[src/rtl/ldma_pkg.sv]
package ldma_pkg;

    localparam int LEN_W   = 11;
    localparam int OWN_BIT = 29;
    localparam int EOQ_BIT = 28;

    localparam logic [2:0] RA_ENABLE = 3'd0;
    localparam logic [2:0] RA_RESET  = 3'd1;
    localparam logic [2:0] RA_HEAD   = 3'd2;
    localparam logic [2:0] RA_CPL    = 3'd3;
    localparam logic [2:0] RA_CREDIT = 3'd4;

    typedef enum logic [2:0] {
        ST_IDLE    = 3'd0,
        ST_RD_LINK = 3'd1,
        ST_RD_BUF  = 3'd2,
        ST_RD_SIZE = 3'd3,
        ST_RD_STAT = 3'd4,
        ST_FILL    = 3'd5,
        ST_WR_DATA = 3'd6,
        ST_WR_STAT = 3'd7
    } chan_st_e;

    typedef struct packed {
        chan_st_e         st;
        logic             en;
        logic             srst;
        logic [31:0]      head;
        logic [31:0]      cpl;
        logic [31:0]      link;
        logic [31:0]      base;
        logic [LEN_W-1:0] size;
        logic [31:0]      stat;
        logic [LEN_W-1:0] kept;
        logic             eop;
    } chan_ctx_t;

endpackage

[src/rtl/ldma_packer.sv]
module ldma_packer #(
    parameter int DW     = 32,
    parameter int LANE_W = $clog2(DW / 8)
) (
    input  logic              clk,
    input  logic              rst_n,
    input  logic              clr,
    input  logic              push,
    input  logic [7:0]        din,
    output logic [DW-1:0]     word,
    output logic [LANE_W-1:0] lane
);
    localparam int BPW = DW / 8;

    typedef struct packed {
        logic [DW-1:0]     word;
        logic [LANE_W-1:0] lane;
    } pk_t;

    pk_t pk_d, pk_q;

    always_comb begin
        pk_d = pk_q;
        if (clr) begin
            pk_d = '0;
        end else if (push) begin
            pk_d.word[pk_q.lane*8 +: 8] = din;
            pk_d.lane = pk_q.lane + 1'b1;
        end
    end

    always_ff @(posedge clk or negedge rst_n) begin
        if (!rst_n) pk_q <= '0;
        else        pk_q <= pk_d;
    end

    assign word = pk_q.word;
    assign lane = pk_q.lane;

    AST_LANE_WRAP: assert property (@(posedge clk) disable iff (!rst_n)
        (push && !clr && pk_q.lane == LANE_W'(BPW - 1)) |=> (pk_q.lane == '0));
    AST_CLR_ZERO_PAD: assert property (@(posedge clk) disable iff (!rst_n)
        clr |=> (pk_q.word == '0 && pk_q.lane == '0));

endmodule

[src/rtl/ldma_credit.sv]
module ldma_credit #(
    parameter int W = 8
) (
    input  logic         clk,
    input  logic         rst_n,
    input  logic         clr,
    input  logic         inc,
    input  logic         dec,
    output logic [W-1:0] cnt
);
    localparam logic [W-1:0] CMAX = '1;

    logic [W-1:0] cnt_d, cnt_q;

    always_comb begin
        cnt_d = cnt_q;
        if (clr) begin
            cnt_d = '0;
        end else begin
            case ({inc, dec})
                2'b10:   if (cnt_q != CMAX) cnt_d = cnt_q + 1'b1;
                2'b01:   if (cnt_q != '0)   cnt_d = cnt_q - 1'b1;
                default: cnt_d = cnt_q;
            endcase
        end
    end

    always_ff @(posedge clk or negedge rst_n) begin
        if (!rst_n) cnt_q <= '0;
        else        cnt_q <= cnt_d;
    end

    assign cnt = cnt_q;

    AST_CREDIT_NET: assert property (@(posedge clk) disable iff (!rst_n)
        (!clr && inc && dec) |=> $stable(cnt_q));
    AST_CREDIT_DOWN: assert property (@(posedge clk) disable iff (!rst_n)
        (!clr && dec && !inc && cnt_q != '0) |=> (cnt_q == $past(cnt_q) - 1'b1));

endmodule

[src/rtl/ldma_rx_chan.sv]
module ldma_rx_chan
    import ldma_pkg::*;
#(
    parameter int CREDIT_W = 8
) (
    input  logic        clk,
    input  logic        rst_n,
    input  logic        reg_wr,
    input  logic [2:0]  reg_addr,
    input  logic [31:0] reg_wdata,
    output logic [31:0] reg_rdata,
    output logic        mem_req,
    output logic        mem_we,
    output logic [31:0] mem_addr,
    output logic [31:0] mem_wdata,
    input  logic [31:0] mem_rdata,
    input  logic        mem_gnt,
    input  logic        rx_valid,
    input  logic [7:0]  rx_data,
    input  logic        rx_last,
    output logic        rx_ready
);
    localparam int DW     = 32;
    localparam int LANE_W = $clog2(DW / 8);
    localparam logic [LANE_W-1:0] LANE_TOP = '1;
    localparam logic [31:0] CLR_MASK =
        ~((32'd1 << OWN_BIT) | (32'd1 << EOQ_BIT) | ((32'd1 << LEN_W) - 32'd1));

    chan_ctx_t q, d;

    logic              wr_ok, rst_hit, acc, keep;
    logic              pk_clr, pk_push;
    logic [DW-1:0]     pk_word;
    logic [LANE_W-1:0] pk_lane;
    logic              cred_inc, cred_dec;
    logic [CREDIT_W-1:0] cred;
    logic [LEN_W-1:0]  kept_m1;

    ldma_packer #(.DW(DW), .LANE_W(LANE_W)) u_packer (
        .clk(clk), .rst_n(rst_n), .clr(pk_clr), .push(pk_push),
        .din(rx_data), .word(pk_word), .lane(pk_lane)
    );

    ldma_credit #(.W(CREDIT_W)) u_credit (
        .clk(clk), .rst_n(rst_n), .clr(rst_hit), .inc(cred_inc),
        .dec(cred_dec), .cnt(cred)
    );

    assign wr_ok   = reg_wr && !q.srst;
    assign rst_hit = wr_ok && reg_addr == RA_RESET && reg_wdata[0];
    assign kept_m1 = q.kept - 1'b1;

    always_comb begin
        d         = q;
        d.srst    = 1'b0;
        cred_inc  = 1'b0;
        cred_dec  = 1'b0;
        pk_clr    = 1'b0;
        pk_push   = 1'b0;
        mem_req   = 1'b0;
        mem_we    = 1'b0;
        mem_addr  = q.head;
        mem_wdata = '0;
        rx_ready  = (q.st == ST_FILL);
        acc       = rx_valid && rx_ready;
        keep      = q.kept < q.size;

        if (wr_ok) begin
            case (reg_addr)
                RA_ENABLE: d.en = reg_wdata[0];
                RA_HEAD:   if (q.head == '0) d.head = reg_wdata;
                RA_CPL:    d.cpl = reg_wdata;
                RA_CREDIT: cred_inc = reg_wdata[0];
                default:   ;
            endcase
        end

        case (q.st)
            ST_IDLE: begin
                if (q.en && q.head != '0 && cred != '0) begin
                    d.st   = ST_RD_LINK;
                    d.kept = '0;
                    d.eop  = 1'b0;
                end
            end
            ST_RD_LINK: begin
                mem_req = 1'b1;
                if (mem_gnt) begin
                    d.link = mem_rdata;
                    d.st   = ST_RD_BUF;
                end
            end
            ST_RD_BUF: begin
                mem_req  = 1'b1;
                mem_addr = q.head + 32'd4;
                if (mem_gnt) begin
                    d.base = mem_rdata;
                    d.st   = ST_RD_SIZE;
                end
            end
            ST_RD_SIZE: begin
                mem_req  = 1'b1;
                mem_addr = q.head + 32'd8;
                if (mem_gnt) begin
                    d.size = mem_rdata[LEN_W-1:0];
                    d.st   = ST_RD_STAT;
                end
            end
            ST_RD_STAT: begin
                mem_req  = 1'b1;
                mem_addr = q.head + 32'd12;
                if (mem_gnt) begin
                    d.stat = mem_rdata;
                    if (mem_rdata[OWN_BIT]) begin
                        d.st = ST_FILL;
                    end else begin
                        d.head = '0;
                        d.st   = ST_IDLE;
                    end
                end
            end
            ST_FILL: begin
                if (acc) begin
                    if (rx_last) d.eop = 1'b1;
                    if (keep) begin
                        pk_push = 1'b1;
                        d.kept  = q.kept + 1'b1;
                        if (pk_lane == LANE_TOP || rx_last || (q.kept + 1'b1) == q.size)
                            d.st = ST_WR_DATA;
                    end else if (rx_last) begin
                        d.st = ST_WR_STAT;
                    end
                end
            end
            ST_WR_DATA: begin
                mem_req   = 1'b1;
                mem_we    = 1'b1;
                mem_addr  = q.base + 32'({kept_m1[LEN_W-1:2], 2'b00});
                mem_wdata = pk_word;
                if (mem_gnt) begin
                    pk_clr = 1'b1;
                    d.st   = q.eop ? ST_WR_STAT : ST_FILL;
                end
            end
            ST_WR_STAT: begin
                mem_req   = 1'b1;
                mem_we    = 1'b1;
                mem_addr  = q.head + 32'd12;
                mem_wdata = (q.stat & CLR_MASK)
                          | ((q.link == '0) ? (32'd1 << EOQ_BIT) : 32'd0)
                          | 32'(q.kept);
                if (mem_gnt) begin
                    cred_dec = 1'b1;
                    d.head   = q.link;
                    d.st     = ST_IDLE;
                end
            end
            default: d.st = ST_IDLE;
        endcase

        if (rst_hit) begin
            d      = '0;
            d.srst = 1'b1;
            pk_clr = 1'b1;
        end
    end

    always_ff @(posedge clk or negedge rst_n) begin
        if (!rst_n) q <= '0;
        else        q <= d;
    end

    always_comb begin
        case (reg_addr)
            RA_ENABLE: reg_rdata = {31'd0, q.en};
            RA_RESET:  reg_rdata = {31'd0, q.srst};
            RA_HEAD:   reg_rdata = q.head;
            RA_CPL:    reg_rdata = q.cpl;
            RA_CREDIT: reg_rdata = 32'(cred);
            default:   reg_rdata = '0;
        endcase
    end

    AST_REQ_HOLD: assert property (@(posedge clk) disable iff (!rst_n)
        (mem_req && !mem_gnt && !rst_hit) |=>
        (mem_req && $stable(mem_addr) && $stable(mem_we) && $stable(mem_wdata)));
    AST_IDLE_WHEN_OFF: assert property (@(posedge clk) disable iff (!rst_n)
        (q.st == ST_IDLE && !q.en) |=> (q.st == ST_IDLE));
    AST_NO_DRY_FETCH: assert property (@(posedge clk) disable iff (!rst_n)
        (q.st == ST_IDLE && cred == '0) |=> (q.st == ST_IDLE));
    AST_HEAD_LOCK: assert property (@(posedge clk) disable iff (!rst_n)
        (q.st != ST_IDLE && !rst_hit && !(mem_gnt && (q.st == ST_WR_STAT || q.st == ST_RD_STAT)))
        |=> $stable(q.head));
    AST_SRST_PULSE: assert property (@(posedge clk) disable iff (!rst_n)
        q.srst |=> !q.srst);
    AST_STAT_OWN_CLR: assert property (@(posedge clk) disable iff (!rst_n)
        (mem_req && mem_we && q.st == ST_WR_STAT) |-> !mem_wdata[OWN_BIT]);

endmodule

[config.mk]
export PLATFORM = sky130hd
export DESIGN_NAME = ldma_rx_chan
export DESIGN_NICKNAME = d
export VERILOG_FILES = /design/src/rtl/ldma_pkg.sv /design/src/rtl/ldma_packer.sv /design/src/rtl/ldma_credit.sv /design/src/rtl/ldma_rx_chan.sv
export SDC_FILE = /design/constraint.sdc
export NUM_CORES = 1
export LEC_CHECK = 0
export CAP_MARGIN = 10
export CORE_ASPECT_RATIO = 1.75
export CORE_UTILIZATION = 33
export DETAILED_ROUTE_END_ITERATION = 10
export PLACE_DENSITY = 0.55
export SLEW_MARGIN = 20
export SYNTH_ARGS = -nofsm -noshare
export SYNTH_HDL_FRONTEND = slang
export SYNTH_HIERARCHICAL = 1
export SYNTH_SLANG_ARGS = --single-unit
[constraint.sdc]
create_clock -name clk -period 4.2 [get_ports clk]
set_input_delay 0.84 -clock clk [delete_from_list [all_inputs] [get_ports clk]]
set_output_delay 0.84 -clock clk [all_outputs]
set_load 0.01 [all_outputs]
Word level (Yosys, flattened, before mapping):

Cells that the tools add are included.

* add/sub/neg operators: 10
* multipliers: 0
* div/mod/pow operators: 0
* order comparisons: 1
* equality and inequality tests: 30
* shifts and indexed selects: 2
* multiplexer cells: 58
* bitwise operators: 2
* reductions and logical operators: 39

Operators by type and width (count)
* $mux 32: 10
* $mux 188: 1
* $pmux 32 s5: 1
* $pmux 32 s2: 2
* $pmux 32 s4: 1
* $mux 34: 2
* $add 32x4->32 const B: 2
* $logic_not 32->1: 2
* $mux 64: 1
* $mux 3: 12
* $neg 5->34: 1
* $shift 8x34->32 const A: 1
* $shiftx 8x34->32: 1
* $mux 11: 3
* $add 32x11->32: 1
* $add 32x3->32 const B: 1
* $bwmux 32: 1
* $or 32x11->32: 1
* $or 32x29->32: 1
* $reduce_bool 32->1: 1
* $mux 29: 1
* $mux 12: 2
* $mux 8: 3
* $ne 3x3->1 const B: 8
* other kinds (35): 82

* flip-flop bits (word level): 230
* bits in latches: 0
* RAM bits: 0
* bits in read-only memories: 0
* input port bits: 81
* output and inout port bits: 99
* word-level logic and storage cells: 156
* memories: 0

Logic depth before layout (Yosys ltp):

* depth in word-level cells: 8
* mapped depth: 16
* depth with buffers taken out: 16

By module:

Netlist, hierarchy kept.

By module, submodules not included
* ldma_rx_chan: times used 1, cells an instance 1543, area each 11793.8 um^2, sequential area each 4379.2 um^2
* ldma_packer: times used 1, cells an instance 104, area each 1446.4 um^2, sequential area each 850.8 um^2
* ldma_credit: times used 1, cells an instance 77, area each 698.2 um^2, sequential area each 200.2 um^2

Worst setup path after synthesis:

Ideal clock, no wire load.

* kind: register -> output
* start: reg q[1] (netlist name)
* end: out mem_addr[28]
* arrival time: 3.314 ns
* data required time: 3.360 ns
* setup slack: 0.046 ns
* stages on the path, launching flop included: 15
* path buffers: 0
* cell sequence: dfrtp_1 > inv_1 > ha_1 > xor2_1 > ha_1 > inv_1 > fa_1 > nand2b_1 > a211o_1 > a21bo_2 > a311oi_2 > nand3_1 > nor4_1 > nor2_1 > a31oi_1

* cells in the longest elaborated chain, start to end: 3

RTL lines
* start: declaration: line ldma_rx_chan.sv:29 `chan_ctx_t q, d;`
* start signal: assignment: line ldma_rx_chan.sv:169 `if (!rst_n) q <= '0;`
* start signal: assignment: line ldma_rx_chan.sv:170 `else q <= d;`
* $sub 11x1->11: line ldma_rx_chan.sv:51 `assign kept_m1 = q.kept - 1'b1;`
* $add 32x11->32: line ldma_rx_chan.sv:138 `mem_addr = q.base + 32'({kept_m1[LEN_W-1:2], 2'b00});`
* $pmux 32 s4: line ldma_rx_chan.sv:78 `case (q.st)`
* end: declaration: line ldma_rx_chan.sv:14 `output logic [31:0] mem_addr,`

Every way passes these cells.

Worst setup path in the final report:

Ends and elaborated chain as after synthesis.

==> summary.md <==
| Metric | Value |
|---|---|
| Status | complete, but fails checks |
| Failing checks | setup timing |
| CTS sink count | 217 |
| Layout cells sized above 1 | between 10% and 20% |
| Met3 Wirelength | 2600 um |
| Drt wl/cell | 22.6 um |
| Predominant post-synthesis flop cell | dfrtp_1 |
| Register area | 0.00543 mm^2 |
| R2r endpoint | u_packer/word[15] |
| Max Cap Violations | 0 |
| Highest routed layer | met4 |
| Total track usage | 26.2% |
| CTS root buf | clkbuf_16 |
| Final HPWL DP | about 43000 um |
| Final Non-Filler Cells | 2513 |
| DRT antenna net count | 0 |
| Number of antenna violations at the first check in global routing | 0 |
| Post-Syn Nets | between 1500 and 2000 |
| Total negative slack | -4710 ps |
| Placed cells | ~2500 |
| Highest clock rate | ~220 MHz |
| DRT Pass-1 Iters | 5 |
| Cts hold-fix bufs | 0 |
| Cell row count | 99 |
| Layout Nets | a little over 2000 |
| Die area | between 0.04 and 0.05 mm^2 |
| # diodes | 0 |
| Filler Cell Count | 4202 |
| DRC errors left | 0 |
| Number of max-slew violations in the final report | 0 |
| Met2 WL | roughly 29000 um |
| Worst Path Arrival | between 3000 and 4000 ps |
| Critical path's most frequent cell | inv_2 |
| LEAKAGE | roughly 0.008 uW |
| DR vias | about 14000 |
| Main combinational cell family by area after synthesis | compound AO/OA/AOI/OAI gates |
| Total gr overflow | 0 |
| Simple-gate share of the synthesized area | about 22% |
| Post-synth EDFFs | 0 |
| Worst R2R Start | q[2] |
| Clock skew | ~19 ps |
| Yosys cell types | 83 |
| DRT iter0 DRCs | between 1000 and 1500 |
| Min Tclk post-route | between 4000 and 5000 ps |
| Async set-reset flop share out of synthesis | 100% |
| Sequential-to-total area share from yosys stat | approximately 40% |
| Largest net degree at the start of global routing | around 100 |
| Num CTS Buffers | 24 |
| Peak VDD IR | about 0.00032 V |
| Crit path to | mem_addr[28] |
| Ys Warns | 6 |
| Register share of total power | between 20% and 30% |
| Area of the multi-input gates | 0.00823 mm^2 |
| Startpoint types | register |
| Post-route cell area | ~0.018 mm^2 |
| Final Hold Fails | 0 |
| WHS | 278 ps |
| Area post-placement | between 0.015 and 0.02 mm^2 |
| Post-Synthesis Cell Area | 0.0139 mm^2 |
| Adder-Cell Fraction of Synth Area | around 3.3% |
| Setup violators final | 22 |
| Reg clk slew, reported paths | roughly 60 ps |
| Switching power total | between 5000 and 6000 uW |
| Number of global-route vias before repair | approximately 14000 |
| Initial Util | roughly 33% |
| Via/cell ratio | roughly 5.7 |
| #FFs+latches synth | between 200 and 250 |
| Port buffer count | between 150 and 200 |
| Post-synthesis mux area share | under 10% |
| First-pass GRT wire length | 85700 um |
| IO Count | 180 |
| CTS tree | built |
| Synthesized instance count | approximately 1700 |
| Worst path cell trace | inv_2, ha_4, xor2_2, ha_2, inv_2, fa_2, nand2b_4, a211o_1, a21bo_2, a311oi_2, buf_4, nand3_4, buf_6, o211a_1, nor2_2, a31oi_2, buf_2 |
| Reg-to-reg slack, setup | 590 ps |
| Met1 WL | about 21000 um |
| Crit-path slowest cell | dfrtp_1 |
| Final WS setup | -409 ps |
| Worst-Margin Slew | around 880 ps |
| Beginning of the critical path | q[1] |
| Gpl congestion | slightly below 1 |
| Worst skew pair latency | 550 ps |
| Die width | approximately 160 um |
| Cells on worst reg2reg path | 13 |
| Core ar. | roughly 0.042 mm^2 |
| Tot Pwr | 12600 uW |
| Most frequent cells in the layout | nand2_1 (281), dfrtp_1 (216), a21oi_1 (207) |
| CP max stage delay | around 420 ps |
| Synth Area in XOR/XNOR | 3.71% |
| CTS max path bufs | 3 |
| HP Class | in -> async |
| Final Routed Wirelength | 56700 um |
| Final Cycle Share | 110% |
| Clock power frac | between 15 and 20% |
| Required time worst endpoint | between 3000 and 4000 ps |
| Sw Ratio | between 40% and 50% |
| Max H-tree Level | 1 |
| RSZ-0062 raised after global routing | true |
| Area delta synth->final | 30.5% |
| Post-synthesis compound-gate area fraction | around a quarter |
| Int Power | 6950 uW |
| PwrDens | approximately 700 mW/mm^2 |
| Comb pwr share | a little over half |
| Worst Path Max Fanout | 4 |
| Slew margin rel. | between 40% and 50% |
| CP Capture Type | output port |
| Most common cell after layout, fill and taps aside | nand2_1 |
| Crit path kind | reg -> out |
| Syn avg cell area | slightly above 8 um^2 |
| Die height | roughly 270 um |
-- per-stage QoR --
stage / setup WS [ps] / util, %
finish: -409 / 43.7
global route: -557 / 43.7
CTS: -442 / 43.2
detailed placement: -457 / 40.7
global placement: -425 / 40.7
floorplan: 46.0 / -
-- synthesized netlist by cell type, drive strengths merged (4+ instances only) --
cell type / number / area share [%]
nand3: 38 / 1.4
a211oi: 10 / 0.61
a21oi: 213 / 7.6
a32oi: 4 / 0.25
a22o: 57 / 3.6
and3: 19 / 0.85
o31ai: 12 / 0.65
mux2: 5 / 0.43
nor3b: 4 / 0.22
or3: 7 / 0.31
nor2: 183 / 4.9
or4: 6 / 0.32
dfrtp: 217 / 39
nand4: 26 / 1.2
and4: 7 / 0.44
nor4: 23 / 1.0
a32o: 31 / 2.2
o211ai: 6 / 0.32
o31a: 5 / 0.31
buf: 30 / 1.2
xor2: 23 / 1.4
clkbuf: 106 / 2.9
o22ai: 20 / 0.90
inv: 38 / 1.0
a21o: 7 / 0.38
mux2i: 42 / 3.0
o21ai: 82 / 3.0
a22oi: 7 / 0.38
a221oi: 4 / 0.25
nand2: 288 / 7.8
nor3: 33 / 1.2
and2: 8 / 0.37
nand2b: 12 / 0.54
xnor2: 36 / 2.3
ha: 33 / 3.0
a31oi: 15 / 0.67
nor2b: 18 / 0.81
-- worst min-delay path by stage --
stage                              endpoint               from
final                                 q[50]              rst_n
after detailed placement   u_packer/word[8]   u_packer/word[8]
after global routing                  q[50]              rst_n
after floorplan           u_packer/word[29]  u_packer/word[29]
after global placement    u_packer/word[13]  u_packer/word[13]
after CTS                             q[44]              rst_n
-- timing repair --
action                                  in CTS  in global routing
setup buffers                               11                  4
pin swaps                                   45                 38
endpoints found under the setup margin      28                 27
gates resized for setup                    162                 45
cloned                                       0                  0
-- cell families after synthesis --
group | Yosys count
adders and majority gates | 36
xor gates and xnor gates | 59
muxes | 47
and+or+nand+nor | 685
buffers and inverters | 174
DFF | 217
AOI/OAI and AO/OA | 506
-- state kept, by name, summed over array words and instances, names as in the netlist --
signal         flops
u_credit/cnt       8
q                175
u_packer/lane      2
u_packer/word     32
-- layout make-up --
cell class                      instances  area share (%)
Clock buffer                           32            3.80
Tap cell                              555            3.82
Sequential cell                       217            29.9
Clock inverter                         11           0.777
Timing Repair Buffer                  327            15.7
Inverter                               38           0.798
Multi-Input combinational cell       1333            45.3
-- power by group through the flow --
stage / Sequential (uW) / Combinational, uW / Clock, uW
after floorplan: 3190 / 3700 / 0
after global placement: 3640 / 6100 / 0
after detailed placement: 3650 / 6180 / 0
after CTS: 3630 / 6420 / 2320
after global routing: 3740 / 7200 / 2380
final: 3680 / 6690 / 2270
-- worst max-delay path: cells and delay by family (launching register included) --
kind	cells	cell delay (ps)
adder cells (fa/ha/maj)	3	720
XOR/XNOR	1	150
AO/OA/AOI/OAI	5	1030
buffers and inverters	5	590
flip-flops	1	420
AND/OR/NAND/NOR	3	320
-- metal layers --
layer | track usage, % | vias up
li1 | - | 6578
met1 | 29.9 | 6959
met2 | 47.2 | 529
met3 | 2.59 | 172
met4 | 15.0 | 0
met5 | 0 | -
Note: power is estimated with default switching activity, not from simulation.
